==> src/rtl/bcnt_err_det.sv <==
module bcnt_err_det #(
  parameter int LEN_W   = 5,
  parameter int MIN_LEN = 4,
  parameter int MAX_LEN = 16
) (
  input  logic             clk,
  input  logic             rst_n,
  input  logic             slave_en,
  input  logic [LEN_W-1:0] word_len,
  input  logic             sclk_edge,
  input  logic             frame_start,
  input  logic             irq_mask,
  input  logic             clr_wr,
  output logic             err_sts,
  output logic             irq
);
  localparam int CNT_W = $clog2(MAX_LEN + 1);

  logic [CNT_W-1:0] cnt;
  logic [CNT_W-1:0] len_ld;
  logic             early;

  assign len_ld = (word_len < LEN_W'(MIN_LEN)) ? CNT_W'(MIN_LEN) :
                  (word_len > LEN_W'(MAX_LEN)) ? CNT_W'(MAX_LEN) :
                  CNT_W'(word_len);

  assign early = slave_en & frame_start & (cnt != '0);
  assign irq   = err_sts & ~irq_mask;

  always_ff @(posedge clk) begin
    if (!rst_n)                       cnt <= '0;
    else if (!slave_en)               cnt <= '0;
    else if (frame_start)             cnt <= len_ld;
    else if (sclk_edge && cnt != '0)  cnt <= cnt - 1'b1;
  end

  always_ff @(posedge clk) begin
    if (!rst_n) err_sts <= 1'b0;
    else        err_sts <= early | (err_sts & ~clr_wr);
  end

  AST_CNT_BOUND: assert property (@(posedge clk) disable iff (!rst_n) cnt <= CNT_W'(MAX_LEN));
  AST_RELOAD: assert property (@(posedge clk) disable iff (!rst_n)
    (slave_en && frame_start) |=> cnt == $past(len_ld));
  AST_EARLY_SET: assert property (@(posedge clk) disable iff (!rst_n)
    (slave_en && frame_start && cnt != '0) |=> err_sts);
  AST_STICKY: assert property (@(posedge clk) disable iff (!rst_n)
    (err_sts && !clr_wr) |=> err_sts);
  AST_MASTER_QUIET: assert property (@(posedge clk) disable iff (!rst_n)
    (!slave_en && !err_sts) |=> !err_sts);
  AST_MASK_BLOCK: assert property (@(posedge clk) disable iff (!rst_n)
    irq_mask |-> !irq);
  AST_EDGE_IGNORED: assert property (@(posedge clk) disable iff (!rst_n)
    (slave_en && frame_start && sclk_edge) |=> cnt == $past(len_ld));
endmodule

==> config.mk <==
export PLATFORM = sky130hd
export DESIGN_NAME = bcnt_err_det
export DESIGN_NICKNAME = d
export VERILOG_FILES = /design/src/rtl/bcnt_err_det.sv
export SDC_FILE = /design/constraint.sdc
export NUM_CORES = 1
export LEC_CHECK = 0
export CAP_MARGIN = 20
export CORE_AREA = 5 5 42 44
export DETAILED_ROUTE_END_ITERATION = 8
export DIE_AREA = 0 0 47 49
export GPL_ROUTABILITY_DRIVEN = 1
export HOLD_SLACK_MARGIN = 0.15
export SLEW_MARGIN = 40
export SYNTH_ARGS = -nofsm -noshare
export SYNTH_HDL_FRONTEND = slang
export SYNTH_SLANG_ARGS = --single-unit
==> constraint.sdc <==
create_clock -name clk -period 3.2 [get_ports clk]
set_clock_uncertainty 0.2 [all_clocks]
set_input_delay 0.8 -clock clk [delete_from_list [all_inputs] [get_ports clk]]
set_output_delay 0.8 -clock clk [all_outputs]
set_load 0.005 [all_outputs]
==> impl_metrics.tcl, run 1 <==
set metrics [dict create \
    status "complete, no violations" \
    number_of_enable_flip_flop_cells_after_synthesis 0 \
    synth_compound_gate_area_share 0.249 \
    areaGrowthSynthToFinish_pct 37.8 \
    cp-end-kind "output pin" \
    clockRootBuffer "clkbuf_4" \
    dpl.cell_count 70 \
    fin_max_slew_vios 0 \
    post_cts_resize_count 0 \
    clk_pin_slew_ps 50 \
    grt_util_all_layers 0.0907 \
    total_leakage_power_nw 0.200 \
    max_cap_viol_count 0 \
    cts_setup_buffers 0 \
    placementRows 14 \
    p_switching_uw 53.1 \
    multiInputGateArea_um2 253 \
    detailedRoute.firstIterationViolations 12 \
    share_seq_of_total_power 0.404 \
    asyncSetResetFlopFracSynth 0 \
    gr-usage-met1 0.107 \
    critical_path.slowest_cell "clkdlybuf4s50_1" \
    global_route.usage.met2 0.120 \
    globalplace.congestion 0.684 \
    gr-total-overflow 0 \
    grt_antenna_before_repair 0 \
    unrepaired_setup_endpoints_after_global_routing "no" \
    dominant_combinational_cell_family_by_area_after_synthesis "simple AND/OR/NAND/NOR gates" \
    grt_start_max_net_pins 14 \
    post-route-util 0.400 \
    grt_pass1_vias 337 \
    ys_top_cells_by_count "dfxtp_1, inv_1, a21oi_1, nor2b_1" \
    critPathRequiredTime_ps 2200 \
    synth-xor-area-share 0.0215 \
    fmax_mhz 357 \
    fillers 164 \
    power.share.combinational 0.225 \
    dpl.hpwl_um 670 \
    synthesized_instance_count 44 \
    yosys.area.top_type "dfxtp_1" \
    critical_path_peak_fanout 1 \
    vias 389 \
    critical_path_buf_inv_count 2 \
    synth_cell_types 30 \
    nets 72 \
    dominantRegCellSynth "dfxtp_1" \
    clockBufferDepth 2 \
    hold_viol 0 \
    share_clk_of_total_power 0.371 \
    fp.dieW_um 47 \
    detail_route.drc_violations 0 \
    post_synthesis_average_cell_area_um2 9.24 \
    groute.layer.met3.usage 0.0443 \
    pin_count 14 \
    detail_route.wirelength_um 910 \
    hold_path_class "flop to flop" \
    routed_via_density 5.33 \
    gr-max-usage-layer "met2" \
    tritoncts.num_buffers 3 \
    fraction_of_synthesized_area_in_multiplexers 0 \
    relSlewSlack 0.683 \
    wire_per_inst_um 12.5 \
    period_minus_slack_ps 2800 \
    period_share 0.876 \
    synth_warnings 0 \
    synth.top_cell.area_share 0.295 \
    path_cells "clkdlybuf4s50_1 > nor2b_1 > clkdlybuf4s50_1" \
    worst_skew_pair.late_latency_ps 250 \
    worstPathArrival_ps 1800 \
    die-area_um2 2300 \
    die_h_um 49 \
    antennaDiodeCount 0 \
    yosysMostFrequentCell "dfxtp_1" \
    final_cell_count_no_fill 73 \
    synthAdderAreaFrac 0.0308 \
    grt_pass1_wl_um 1440 \
    intPower_uw 146 \
    synth-seq-cells 6 \
    worst_pin_slew_ps 468 \
    core_region_area_um2 1400 \
    startpoint_type "input pin" \
    cts_tree "built" \
    synth.top_cells.by_area "dfxtp_1, a2111oi_4, nor2b_1" \
    drt-pass1-iter-count 4 \
    seq_area_frac_synth 0.295 \
    cp_slowest_stage_delay_ps 500 \
    postCtsHoldBufs 0 \
    final-seq-area_um2 120 \
    setup-tns-final_ps 0 \
    crit_path_frequent_cell "clkdlybuf4s50_1" \
    netlist_area_um2 407 \
    synth-simple-area-share 0.320 \
    timing.critical_path.max_delay_family "buffers and inverters" \
    clock_sink_count 6 \
    placement.io_buffers 13 \
    initial_core_util 0.290 \
    cts-htree-levels 1 \
    swShare 0.267 \
    final_layout_size_suffix_gt1_frac 0.0877 \
    power_per_cell_area_nw_per_um2 354 \
    setup_viols_final 0 \
    timing_worst_setup_path_type "input pin to output pin" \
    mappedNetlistNets 57 \
    power.ir.vdd_worst_mv 0.179 \
    drt.antenna.violating_nets 0 \
]
[power groups by stage]
stage / sequential [mW] / combinational (mW) / clock [mW]
after floorplan: 0.0810 / 0.0283 / 0
after global placement: 0.0816 / 0.0446 / 0
final: 0.0802 / 0.0447 / 0.0738
after global routing: 0.0805 / 0.0483 / 0.0817
after detailed placement: 0.0816 / 0.0447 / 0
after CTS: 0.0801 / 0.0448 / 0.0782
[worst min-delay path: stages (launching register included)]
cell and delay (ps):
dfxtp_1 310, nand3b_1 80, a21oi_1 60
[layout make-up]
cell class              count  share of cell area
multi-input cells          31               0.451
repair buffers             13               0.232
flip-flops and latches      6               0.214
clock buffers               3              0.0402
well taps                  16              0.0357
inverters                   4              0.0268
[worst paths after layout]
check	startpoint	to	slack, ps	cells past startpoint
setup / recovery	irq_mask	irq	400	3
hold / removal	cnt[4]$_SDFFE_PN0P_	cnt[4]$_SDFFE_PN0P_	300	2
setup reg to reg	cnt[0]$_SDFFE_PN0P_	cnt[1]$_SDFFE_PN0P_	1230	5
hold reg to reg	cnt[4]$_SDFFE_PN0P_	cnt[4]$_SDFFE_PN0P_	300	2
[per-stage QoR]
stage	setup WS (ps)	instance area [um^2]	hold slack, ps	power (mW)
final	396	561	297	0.199
after global placement	399	538	284	0.126
after CTS	387	561	298	0.203
after floorplan	1290	407	265	0.109
after detailed placement	397	538	288	0.126
after global routing	338	561	320	0.211
[registers in the layout, indices dropped and copies added (netlist names)]
register and flops:
cnt 5, err_sts 1
[cells in the final DEF (no fill, tap or decap), types with 2 or more instances in the layout]
cell	count
clkdlybuf4s50_1	13
dfxtp_1	6
inv_1	4
nor2b_1	3
a21oi_1	3
clkbuf_4	3
nand2_1	2
[kinds of logic (layout without fill, tap and decap cells)]
| logic type | Yosys count | in the layout |
|---|---|---|
| and+or+nand+nor | 18 | 18 |
| AOI/OAI and AO/OA | 11 | 11 |
| buffers and inverters | 7 | 20 |
| DFF | 6 | 6 |
| adders and majority gates | 1 | 1 |
| xor gates and xnor gates | 1 | 1 |
[metal layers]
layer / wire length (um) / part of all wire
met3: 69 / 0.076
met2: 437 / 0.48
met4: 10 / 0.011
met5: 0 / 0
met1: 393 / 0.43
Note: power is estimated with default switching activity, not from simulation.
==> run 2, diff against run 1 <==
Clock period 3.2 ns to 3.6 ns, I/O delays scaled along.
==> results of run 2 <==
The final DEF is identical to that of run 1. Status: complete, no violations.
Main changes from that run: setup slack after placement 397 ps -> 597 ps; setup slack after layout 396 ps -> 596 ps; register-to-register setup slack 1230 ps -> 1630 ps; total power 0.199 mW -> 0.177 mW; worst IR drop on VDD 0.179 mV -> 0.159 mV
